File: config.mk
export PLATFORM = sky130hd
export DESIGN_NAME = adc_serial_capture
export DESIGN_NICKNAME = d
export VERILOG_FILES = /design/src/rtl/adc_cap_pkg.sv /design/src/rtl/adc_sclk_gen.sv /design/src/rtl/adc_bit_shifter.sv /design/src/rtl/adc_result_hold.sv /design/src/rtl/adc_serial_capture.sv
export SDC_FILE = /design/constraint.sdc
export NUM_CORES = 1
export LEC_CHECK = 0
export CAP_MARGIN = 10
export CORE_MARGIN = 1
export CORE_UTILIZATION = 48
export CTS_BUF_LIST = sky130_fd_sc_hd__clkbuf_8
export DETAILED_ROUTE_END_ITERATION = 10
export PLACE_DENSITY_LB_ADDON = 0.1
export SLEW_MARGIN = 25
export SYNTH_ARGS = -nofsm -noshare
export SYNTH_HDL_FRONTEND = slang
export SYNTH_SLANG_ARGS = --single-unit
File: constraint.sdc
create_clock -name clk -period 1.8 [get_ports clk]
set_input_delay 0.27 -clock clk [delete_from_list [all_inputs] [get_ports clk]]
set_output_delay 0.27 -clock clk [all_outputs]
set_load 0.01 [all_outputs]
File: src/rtl/adc_cap_pkg.sv
package adc_cap_pkg;
  typedef enum logic [2:0] {
    ST_ACQ,     // strobe high, acquisition delay running
    ST_IDLE,    // waiting for a request
    ST_MARK,    // clocking, looking for the low start marker
    ST_DATA,    // shifting in result bits
    ST_FINISH,  // last bit taken, waiting for the clock to fall
    ST_ABORT    // marker timed out, waiting for the clock to fall
  } cap_state_e;
endpackage

File: src/rtl/adc_sclk_gen.sv
module adc_sclk_gen #(
  parameter int DIV_HALF = 8
) (
  input  logic clk,
  input  logic rst_n,
  input  logic run,
  output logic sclk,
  output logic rise_evt,
  output logic fall_evt
);
  localparam int CW = $clog2(DIV_HALF + 1);
  localparam logic [CW-1:0] LAST = CW'(DIV_HALF - 1);

  logic [CW-1:0] cnt;
  logic          tick;

  always_comb begin
    tick     = run && (cnt == LAST);
    rise_evt = tick && !sclk;
    fall_evt = tick && sclk;
  end

  always_ff @(posedge clk) begin
    if (!rst_n || !run) begin
      cnt  <= '0;
      sclk <= 1'b0;
    end else if (tick) begin
      cnt  <= '0;
      sclk <= ~sclk;
    end else begin
      cnt <= cnt + 1'b1;
    end
  end
endmodule

File: src/rtl/adc_bit_shifter.sv
module adc_bit_shifter #(
  parameter int DATA_W = 12
) (
  input  logic              clk,
  input  logic              rst_n,
  input  logic              clr,
  input  logic              shift_en,
  input  logic              bit_in,
  output logic [DATA_W-1:0] word
);
  always_ff @(posedge clk) begin
    if (!rst_n || clr) begin
      word <= '0;
    end else if (shift_en) begin
      word <= {word[DATA_W-2:0], bit_in};
    end
  end
endmodule

File: src/rtl/adc_result_hold.sv
module adc_result_hold #(
  parameter int DATA_W = 12
) (
  input  logic              clk,
  input  logic              rst_n,
  input  logic              load,
  input  logic [DATA_W-1:0] din,
  input  logic              ready,
  output logic              valid,
  output logic [DATA_W-1:0] dout
);
  always_ff @(posedge clk) begin
    if (!rst_n) begin
      valid <= 1'b0;
      dout  <= '0;
    end else if (load) begin
      valid <= 1'b1;
      dout  <= din;
    end else if (valid && ready) begin
      valid <= 1'b0;
    end
  end
endmodule

File: src/rtl/adc_serial_capture.sv
module adc_serial_capture
  import adc_cap_pkg::*;
#(
  parameter int DATA_W     = 12,
  parameter int DIV_HALF   = 8,
  parameter int MARK_LIMIT = 4,
  parameter int ACQ_CYCLES = 44
) (
  input  logic              clk,
  input  logic              rst_n,
  input  logic              start,
  input  logic              adc_sdata,
  input  logic              res_ready,
  output logic              adc_conv_n,
  output logic              adc_sclk,
  output logic              res_valid,
  output logic [DATA_W-1:0] res_data,
  output logic              timeout_err
);
  localparam int MW = $clog2(MARK_LIMIT + 1);
  localparam int BW = $clog2(DATA_W + 1);
  localparam int AW = $clog2(ACQ_CYCLES + 1);
  localparam logic [MW-1:0] MARK_LAST = MW'(MARK_LIMIT - 1);
  localparam logic [BW-1:0] BIT_LAST  = BW'(DATA_W - 1);
  localparam logic [AW-1:0] ACQ_LAST  = AW'(ACQ_CYCLES - 1);

  cap_state_e        state;
  logic [MW-1:0]     mark_cnt;
  logic [BW-1:0]     bit_cnt;
  logic [AW-1:0]     acq_cnt;
  logic              conv_n_q, err_q;
  logic              sync1, sync2;
  logic              run, rise_evt, fall_evt;
  logic              shift_en, load, clr;
  logic [DATA_W-1:0] word;

  // two-stage synchronizer; reset to the pulled-up level
  always_ff @(posedge clk) begin
    if (!rst_n) begin
      sync1 <= 1'b1;
      sync2 <= 1'b1;
    end else begin
      sync1 <= adc_sdata;
      sync2 <= sync1;
    end
  end

  always_comb begin
    run      = (state == ST_MARK) || (state == ST_DATA) ||
               (state == ST_FINISH) || (state == ST_ABORT);
    shift_en = (state == ST_DATA) && rise_evt;
    load     = (state == ST_FINISH) && fall_evt;
    clr      = (state == ST_IDLE);
  end

  always_ff @(posedge clk) begin
    if (!rst_n) begin
      state    <= ST_ACQ;
      acq_cnt  <= '0;
      mark_cnt <= '0;
      bit_cnt  <= '0;
      conv_n_q <= 1'b1;
      err_q    <= 1'b0;
    end else begin
      err_q <= 1'b0;
      unique case (state)
        ST_ACQ: begin
          if (acq_cnt == ACQ_LAST) begin
            state   <= ST_IDLE;
            acq_cnt <= '0;
          end else begin
            acq_cnt <= acq_cnt + 1'b1;
          end
        end
        ST_IDLE: begin
          if (start && !res_valid) begin
            state    <= ST_MARK;
            conv_n_q <= 1'b0;
            mark_cnt <= '0;
            bit_cnt  <= '0;
          end
        end
        ST_MARK: begin
          if (rise_evt) begin
            if (!sync2) begin
              state <= ST_DATA;
            end else if (mark_cnt == MARK_LAST) begin
              state <= ST_ABORT;
              err_q <= 1'b1;
            end else begin
              mark_cnt <= mark_cnt + 1'b1;
            end
          end
        end
        ST_DATA: begin
          if (rise_evt) begin
            if (bit_cnt == BIT_LAST) state <= ST_FINISH;
            else                     bit_cnt <= bit_cnt + 1'b1;
          end
        end
        ST_FINISH, ST_ABORT: begin
          if (fall_evt) begin
            state    <= ST_ACQ;
            conv_n_q <= 1'b1;
            acq_cnt  <= '0;
          end
        end
        default: state <= ST_ACQ;
      endcase
    end
  end

  adc_sclk_gen #(.DIV_HALF(DIV_HALF)) u_sclk (
    .clk(clk), .rst_n(rst_n), .run(run),
    .sclk(adc_sclk), .rise_evt(rise_evt), .fall_evt(fall_evt)
  );

  adc_bit_shifter #(.DATA_W(DATA_W)) u_shift (
    .clk(clk), .rst_n(rst_n), .clr(clr), .shift_en(shift_en),
    .bit_in(sync2), .word(word)
  );

  adc_result_hold #(.DATA_W(DATA_W)) u_hold (
    .clk(clk), .rst_n(rst_n), .load(load), .din(word),
    .ready(res_ready), .valid(res_valid), .dout(res_data)
  );

  assign adc_conv_n  = conv_n_q;
  assign timeout_err = err_q;
endmodule

---- After elaboration in Yosys (flattened, before gate mapping) ----
Cells that the tools add are included.
word-level totals
  register bits ........................... 50
  input bits .............................. 5
  logic and storage cells ................. 94
cells by class
  add/sub/neg operators ................... 4
  eq/ne operators ......................... 19
  muxes and demuxes ....................... 27
  bitwise operators ....................... 1
  reduce and logical (&&, ||, !) cells .... 30
operators by type and width
  cell                                                              count
  3-bit two-way mux                                                 12
  2-bit inequality test (second input constant)                     8
  3-bit case mux with 5 select lines                                1
  4-bit two-way mux                                                 3
  6-bit two-way mux                                                 2
  6-bit case mux with 2 select lines                                1
  2-bit nonzero test                                                5
  3-bit by 2-bit == test with 1-bit output (second input constant)  3
  4-bit by 1-bit adder with 4-bit output (second input constant)    2
  4-bit case mux with 2 select lines                                1
  4-bit AND reduction                                               2
  1-bit logical AND                                                 7
  7-bit AND reduction                                               1
  6-bit by 1-bit adder with 6-bit output (second input constant)    1
  3-bit == test (second input constant)                             2
  6-bit == test (second input constant)                             1
  3-bit case mux with 2 select lines                                1
  1-bit logical OR                                                  5
  1-bit two-way mux                                                 5
  5-bit AND reduction                                               1
  4-bit by 3-bit == test with 1-bit output (second input constant)  1
  4-bit == test (second input constant)                             1
  1-bit zero test                                                   4
  2-bit OR reduction                                                2
  9 further kinds                                                   9

---- Depth between registers and ports, before layout ----
Gate-level depths: netlist of the first run.
  depth after elaboration ................. 8
  mapped depth ............................ 6
  mapped depth without buffers ............ 6

---- Cells and area by module ----
A second synthesis of the first run with hierarchy kept.
second synthesis, totals
  cells, all modules ...................... 225
  area, all modules ....................... 2,222.1 µm²
modules (own cells, without submodules)
  module              times used  cells an instance  area an instance (µm²)  seq. area each (µm²)
  adc_serial_capture  1           123                1,067.3                 400.4
  adc_result_hold     1           42                 504.2                   260.2
  adc_bit_shifter     1           39                 427.9                   240.2
  adc_sclk_gen        1           21                 222.7                   100.1

---- Least setup slack after synthesis of the first run ----
OpenSTA, ideal clock, no wires.
  path type ............................... register -> register
  from .................................... register u_sclk.cnt[0]
  to ...................................... register acq_cnt[5]
  arrival time ............................ 1.614 ns
  data required time ...................... 1.721 ns
  slack ................................... 0.107 ns
  stages on the path, launching flop included .. 6
  buffers on the path ..................... 0
  clock period less this slack ............ 1.693 ns
  cell sequence ........................... dfxtp_1 ha_1 and4b_4 a21oi_4 or4_4 a211oi_2
between the ends
  longest elaborated chain between the ends .. 5
ends and longest elaborated chain
  item                                      RTL line                  text
  start, declared                           adc_sclk_gen.sv:14        logic [CW-1:0] cnt;
  start signal, assigned                    adc_sclk_gen.sv:31        cnt <= cnt + 1'b1;
  4-bit by 3-bit == test with 1-bit output  adc_sclk_gen.sv:18        tick = run && (cnt == LAST);
  1-bit logical AND                         adc_sclk_gen.sv:18
  1-bit logical AND                         adc_sclk_gen.sv:20        fall_evt = tick && sclk;
  2-bit inequality test (no source line)    --
  2-bit AND reduction (no source line)      --
  end signal, assigned                      adc_serial_capture.sv:72  acq_cnt <= acq_cnt + 1'b1;
  end, declared                             adc_serial_capture.sv:30  logic [AW-1:0] acq_cnt;
No other way between the ends.
A chain may end at the register's enable or synchronous reset.

---- Final worst setup path of the first run ----
  from .................................... register mark_cnt[0]
  to ...................................... register mark_cnt[0]
between the ends
  longest elaborated chain between the ends .. 5
  elaborated cells on any way between the ends .. 8
ends and longest elaborated chain
  item                                    RTL line                  text
  start, declared                         adc_serial_capture.sv:28  logic [MW-1:0] mark_cnt;
  start signal, assigned                  adc_serial_capture.sv:91  mark_cnt <= mark_cnt + 1'b1;
  3-bit by 1-bit adder with 3-bit output  adc_serial_capture.sv:91
  3-bit two-way mux                       adc_serial_capture.sv:87  end else if (mark_cnt == MARK_LAST) begin
  3-bit two-way mux                       adc_serial_capture.sv:85  if (!sync2) begin
  3-bit two-way mux                       adc_serial_capture.sv:84  if (rise_evt) begin
  3-bit case mux with 2 select lines      adc_serial_capture.sv:66  unique case (state)
Parallel ways exist; a longest one is shown, timed or not. The select of a mux whose other input is x is not followed.

==> results of run 1 <==
cell families after synthesis:
group	synth area share
AO/OA/AOI/OAI	0.126
multiplexers	0.0780
buffers and inverters	0.0304
XOR/XNOR	0.0120
flip-flops	0.459
AND/OR/NAND/NOR	0.266
adder cells (fa/ha/maj)	0.0287
final timing paths:
kind / endpoint / slack (ns) / depth (start not counted)
min reg2reg: u_sclk.cnt[0] / 0.45 / 1
min: u_sclk.cnt[0] / 0.45 / 1
max: mark_cnt[0] / 0.06 / 6
max reg2reg: mark_cnt[0] / 0.06 / 6
state kept, by name, indices dropped and copies added (netlist names):
signal,cells
u_hold.dout,12
u_shift.word,12
acq_cnt,6
bit_cnt,4
u_sclk.cnt,4
mark_cnt,3
state,3
adc_conv_n,1
sync1,1
sync2,1
timeout_err,1
u_hold.valid,1
u_sclk.sclk,1
cell type report:
| class | instances | area, µm² | area share |
|---|---|---|---|
| repair buffers | 40 | 363 | 0.133 |
| clock buffers | 6 | 82.6 | 0.0303 |
| well taps | 52 | 65.1 | 0.0239 |
| multi-input cells | 174 | 1180 | 0.433 |
| flip-flops and latches | 50 | 1000 | 0.369 |
| clock inverters | 2 | 12.5 | 0.00459 |
| inverters | 5 | 18.8 | 0.00688 |
through the flow:
stage / total power [mW] / instance area [µm²] / std cells / hold slack (ns)
global route: 2.21 / 2730 / 329 / 0.480
global placement: 1.43 / 2550 / 320 / 0.411
CTS: 2.11 / 2650 / 328 / 0.456
finish: 2.11 / 2730 / 329 / 0.453
floorplan: 1.36 / 2180 / 239 / 0.371
detailed placement: 1.43 / 2550 / 320 / 0.427
where the power goes:
group	total, mW	switching [mW]	leakage, nW	internal (mW)
sequential	1.18	0.0431	0.405	1.14
clock	0.682	0.373	0.0472	0.310
combinational	0.249	0.127	0.487	0.121
placed cells by master, fill, tap and decap left out, drive strengths merged, types with 3 or more instances in the layout:
cell type and instances:
a211oi 4, a21oi 19, buf 20, clkbuf 6
clkdlybuf4s50 20, dfxtp 50, ha 5, inv 5
mux2i 17, nand2 37, nand2b 7, nand3 6
nand3b 3, nor2 25, nor2b 3, nor3 3
nor3b 3, o21ai 9, or3 7, or4 3
what timing repair did:
item                       4_1_cts  5_1_grt
setup endpoints to repair        0        8
resized for setup                0       14
buffers inserted                 0        1
routing by layer:
layer  share of wire  track usage  wire length (µm)  up-vias
li1                -            -                 -      911
met1            0.49        0.249              2130      818
met2            0.46        0.313              2000       31
met3           0.040       0.0480               174        7
met4           0.011       0.0522                50        0
met5               0            0                 0        -
critical path: stages (launching register included):
cell,delay (ns)
sky130_fd_sc_hd__dfxtp_2,0.36
sky130_fd_sc_hd__ha_4,0.17
sky130_fd_sc_hd__ha_4,0.16
sky130_fd_sc_hd__nor3b_4,0.22
sky130_fd_sc_hd__a32oi_2,0.15
sky130_fd_sc_hd__or4b_1,0.53
sky130_fd_sc_hd__o21ai_1,0.09
==> impl_results.md, run 1 <==
- Highest attainable clock frequency: 574 MHz
- Core region area: 0.00435 mm²
- Average wire per standard cell: 13.3 µm
- Count of different cell masters after synthesis: 45
- Count of clock tree sinks: 50
- Flip-flop cell with the highest count after synthesis: sky130_fd_sc_hd__dfxtp_1
- Cell Rows: 24
- CTS Root Buffer Type: sky130_fd_sc_hd__clkbuf_8
- Router iterations before antenna repair: 4
- Number of ports placed on the die boundary: 21
- Final Hold Fails: 0
- Tightest Hold Check Type: register to register
- Sum Neg Setup Slack: 0 ns
- Number of endpoints failing setup at the final stage: 0
- Cts bufs inserted: 5
- DRC marker count from the first detailed-route iteration: 113
- Number of remaining DRC errors: 0
- Hold Crit Start: u_sclk.cnt[0]
- Maximum fanout count along the critical path: 3
- Setup WS post-layout: 0.0566 ns
- Fraction of the yosys area taken by sequential cells: 0.459
- Number of hold-repair buffers added at the cts stage: 0
- Die Span X: 69.4 µm
- Total global routing overflow: 0
- Crit path DAT: roughly 2.0 ns
- Effective utilization at floorplan: 0.501
- Clock slew at the register clock pins of the worst setup and hold paths: 0.09 ns
- Final critical-path share of the clock period: 0.969
- Worst setup EP type: register
- Global-route wire length before repair: 7510 µm
- Worst clock skew: 0.00755 ns
- Ys Warns: 0
- Critical Path Start Type: register
- Post-synth top area share: 0.459
- Share of the core filled with cells in the final layout: 0.626
- Largest net degree at the start of global routing: 16
- Worst skew pair latency: 0.30 ns
- P per Cell Area: 775 mW/mm²
- Setup Slack @ Placement: -0.0446 ns
- Number of vias per cell: ~5.4
- Fill cells: 369
- Max Transition Viols Final: 0
- Critical path class: register to register
- Max H-tree Level: 2
- Synthesized instance count: 239
- DIE HEIGHT: just under 70 µm
- Sum of net half-perimeters after detailed placement: 3050 µm
- Layout net count: 286
- Number of max-capacitance violations reported: 0
- Antenna violations before repair: 0
- Ant diodes: 0
- Peak VDD IR: around 0.43 mV
- Most used standard cell by instance count after synthesis: sky130_fd_sc_hd__dfxtp_1
- Global-route total usage across every layer: 0.191
- Leakage: 0.939 nW
- Port-buffer cells: 20
- Mean Syn Cell Area: 9.13 µm²
- Run status: finished clean
- Worst slew pin tran: 0.401 ns
- Net count after synthesis: around 250
- Data required time at the worst endpoint: 2.04 ns
- Post-layout minimum cycle time: 1.74 ns
- Clock tree from TritonCTS: built
- Total Die Area: between 0.004 and 0.005 mm²
- Worst relative slew slack: 0.732
- Worst setup path start: mark_cnt[0]
- Final ANT Viol Nets: 0
- Cells taking the most area after synthesis: sky130_fd_sc_hd__dfxtp_1 46%, sky130_fd_sc_hd__mux2i_1 7.8%, sky130_fd_sc_hd__nand2_1 6.4%
- FF+latch count, synth: 50
- Layout cells sized above 1: 0.166
- Top cells by instance count after synthesis: 50 x sky130_fd_sc_hd__dfxtp_1, 37 x sky130_fd_sc_hd__nand2_1, 25 x sky130_fd_sc_hd__nor2_1, 17 x sky130_fd_sc_hd__a21oi_1, 17 x sky130_fd_sc_hd__mux2i_1
- Leading area contributor after synthesis: sky130_fd_sc_hd__dfxtp_1
- Post-Syn Area: 0.00218 mm²
- EDFF count, synth: 0
- Max clock buf depth: 2
- Proportion of register bits with asynchronous set or reset after synthesis: 0
- Via count of the first global-routing pass: roughly 1700
- Routed wire length: 4360 µm
- Routability Congestion: 0.824
- Signed area change from the synthesized netlist to the final layout: 24.9%
- Count of vias placed by the detailed router: 1767
- Critical register-to-register path startpoint: mark_cnt[0]
No activity file was read; power rests on OpenSTA's default activity.
==> run 2: changes to the inputs <==
--- a/config.mk
+++ b/config.mk
@@ -5,11 +5,13 @@
 export SDC_FILE = /design/constraint.sdc
 export NUM_CORES = 1
 export LEC_CHECK = 0
+export ABC_CLOCK_PERIOD_IN_PS = 1800
 export CAP_MARGIN = 10
 export CORE_MARGIN = 1
 export CORE_UTILIZATION = 48
 export CTS_BUF_LIST = sky130_fd_sc_hd__clkbuf_8
 export DETAILED_ROUTE_END_ITERATION = 10
+export GPL_TIMING_DRIVEN = 1
 export PLACE_DENSITY_LB_ADDON = 0.1
 export SLEW_MARGIN = 25
 export SYNTH_ARGS = -nofsm -noshare
==> results of run 2 <==
Final layout, timing and power as in run 1 (identical DEF).
==> run 3: changes to the inputs <==
--- a/config.mk
+++ b/config.mk
@@ -11,7 +11,7 @@
 export CORE_UTILIZATION = 48
 export CTS_BUF_LIST = sky130_fd_sc_hd__clkbuf_8
 export DETAILED_ROUTE_END_ITERATION = 10
-export GPL_TIMING_DRIVEN = 1
+export GPL_TIMING_DRIVEN = 0
 export PLACE_DENSITY_LB_ADDON = 0.1
 export SLEW_MARGIN = 25
 export SYNTH_ARGS = -nofsm -noshare
==> run 3 against run 2 <==
- utilization fell by 3.4 points
- global-route usage up 0.54 points
- flip-flop and latch count stayed put
- via count shrank 2.8%
- largest cell class unchanged
- highest routed layer unchanged
==> impl_results.md, run 3 (synthesis results as in run 1) <==
- Run status: finished clean
- Peak VDD IR: around 0.56 mV
- Via count of the first global-routing pass: 1658
- Count of cells along the worst hold path: 1
- Combined area of the multi-input logic cells: 0.00113 mm²
- Count of vias placed by the detailed router: 1718
- Clock network power share: 0.331
- Worst slew pin tran: 0.495 ns
- Layout net count: approximately 280
- RSZ-0062 raised after global routing: false
- Hold Crit Start: sync1
- Reg2Reg Setup Slack: 0.11 ns
- Most common library cell in the layout ignoring fill and taps: sky130_fd_sc_hd__dfxtp_1
- Top library cells by usage in the layout, fill and taps aside: 49 x sky130_fd_sc_hd__dfxtp_1, 37 x sky130_fd_sc_hd__nand2_1, 25 x sky130_fd_sc_hd__nor2_1, 20 x sky130_fd_sc_hd__clkdlybuf4s50_1
- Fill cells: 390
- Number of max-capacitance violations reported: 0
- Global-route total usage across every layer: 0.196
- Hold worst-path end: sync2
- Final Hold Fails: 0
- Count of clock tree sinks: 50
- Highest attainable clock frequency: 590 MHz
- Maximum fanout count along the critical path: 10
- Routability Congestion: 0.841
- Worst setup EP type: register
- Cell Rows: 24
- Number of ports placed on the die boundary: 21
- Die Span X: around 69 µm
- Sum Neg Setup Slack: 0 ns
- Crit path DAT: 1.93 ns
- Total global routing overflow: 0
- Number of endpoints failing setup at the final stage: 0
- Critical path class: register to register
- Critical Path Start Type: register
- Worst relative slew slack: 0.670
- Max clock buf depth: 2
- Leakage: between 0.8 and 0.9 nW
- Worst reg2reg endpoint: acq_cnt[5]
- DRC marker count from the first detailed-route iteration: 69
- P per Cell Area: 815 mW/mm²
- Final ANT Viol Nets: 0
- Layout cells sized above 1: 0.108
- Number of cell instances on the worst register-to-register path: 5
- Signed area change from the synthesized netlist to the final layout: 18.1%
- Clock tree from TritonCTS: built
- Number of hold-repair buffers added at the cts stage: 0
- Ant diodes: 0
- Max H-tree Level: 2
- Post-layout minimum cycle time: approximately 1.7 ns
- Effective utilization at floorplan: 0.501
- Total Die Area: 0.00482 mm²
- DIE HEIGHT: 69.4 µm
- Final worst hold slack: 0.426 ns
- Global-route wire length before repair: 7470 µm
- Port-buffer cells: 20
- Router iterations before antenna repair: 4
- Sum of net half-perimeters after detailed placement: 2940 µm
- Average wire per standard cell: 13.0 µm
- Final critical-path share of the clock period: 0.941
- Net Switching: 0.571 mW
- Number of vias per cell: approximately 5.4
- Data required time at the worst endpoint: ~2.0 ns
- CTS Root Buffer Type: sky130_fd_sc_hd__clkbuf_8
- Switching fraction of total power: 0.272
- Sequential share of power: 0.557
- Cts bufs inserted: 5
- Top flop regs: u_hold.dout (12), u_shift.word (12), acq_cnt (6)
- Antenna violations before repair: 0
- Max Transition Viols Final: 0
- Routed wire length: 4150 µm
- Cell Int Power: 1.53 mW
- Number of remaining DRC errors: 0
- Critical register-to-register path startpoint: u_sclk.cnt[1]
- Clock slew at the register clock pins of the worst setup and hold paths: 0.10 ns
- Largest net degree at the start of global routing: 19
- Relative contribution of combinational cells to total power: 0.113
- Tightest Hold Check Type: register to register
- Seq. cell area: 0.00100 mm²
- Core region area: 0.00435 mm²
- Worst skew pair latency: 0.31 ns
- Worst clock skew: 0.00723 ns
[run 3: changes by cell type in the layout (fill, tap and decap cells not counted), sizes merged]
cell,change
inv,+2
clkbuf,+5
clkinvlp,-1
buf,-15
[run 3: worst max path at each step]
stage                   from          to  slack [ns]  cells after the start
2_1_floorplan  u_sclk.cnt[0]  acq_cnt[5]        0.11                      5
3_3_place_gp           start  bit_cnt[1]       -0.10                      5
3_5_place_dp           start  bit_cnt[1]       -0.12                      5
4_1_cts        u_sclk.cnt[0]  acq_cnt[5]        0.02                      5
5_1_grt             state[1]  bit_cnt[1]       0.008                      5
6_report       u_sclk.cnt[1]  acq_cnt[5]        0.11                      5
[run 3: timing repair]
item                                    in CTS  in global routing
buffers inserted                             1                  0
resized for setup                            2                  9
endpoints found under the setup margin      20                 15
pin swaps                                    1                  0
[run 3: stage by stage]
stage / cell area, µm² / utilization / cells / worst slack, ns / total power, mW
finish: 2580 / 0.592 / 320 / 0.106 / 2.10
global route: 2580 / 0.592 / 320 / 0.00835 / 2.22
global placement: 2450 / 0.562 / 311 / -0.100 / 1.42
CTS: 2560 / 0.587 / 320 / 0.0175 / 2.13
detailed placement: 2450 / 0.562 / 311 / -0.118 / 1.42
floorplan: 2180 / - / 239 / 0.107 / 1.36
[run 3: layout make-up]
class	instances	area share
repair buffers	21	0.0806
clock inverters	3	0.0112
inverters	5	0.00728
plain buffers	10	0.0199
well taps	52	0.0252
flip-flops and latches	50	0.389
multi-input cells	174	0.440
clock buffers	5	0.0267
[run 3: power by group through the flow]
| stage | sequential, mW | clock, mW | combinational, mW |
|---|---|---|---|
| 6_report | 1.17 | 0.694 | 0.236 |
| 5_1_grt | 1.18 | 0.774 | 0.269 |
| 4_1_cts | 1.17 | 0.728 | 0.233 |
| 3_5_place_dp | 1.19 | 0 | 0.230 |
| 3_3_place_gp | 1.19 | 0 | 0.226 |
| 2_1_floorplan | 1.19 | 0 | 0.174 |
[run 3: routing by layer]
| metal | vias up | GRT usage | share of wire | wire (µm) |
|---|---|---|---|---|
| met1 | 800 | 0.245 | 0.48 | 2010 |
| met2 | 23 | 0.315 | 0.47 | 1960 |
| met5 | - | 0 | 0 | 0 |
| li1 | 891 | - | - | - |
| met4 | 0 | 0.0726 | 0.013 | 56 |
| met3 | 4 | 0.0640 | 0.032 | 134 |
[run 3: worst max-delay path: stages (launching register included)]
cell and delay, ns:
sky130_fd_sc_hd__dfxtp_1 0.38, sky130_fd_sc_hd__ha_4 0.17, sky130_fd_sc_hd__and4b_4 0.25, sky130_fd_sc_hd__a21oi_4 0.09
sky130_fd_sc_hd__or4_4 0.52, sky130_fd_sc_hd__a211oi_2 0.21
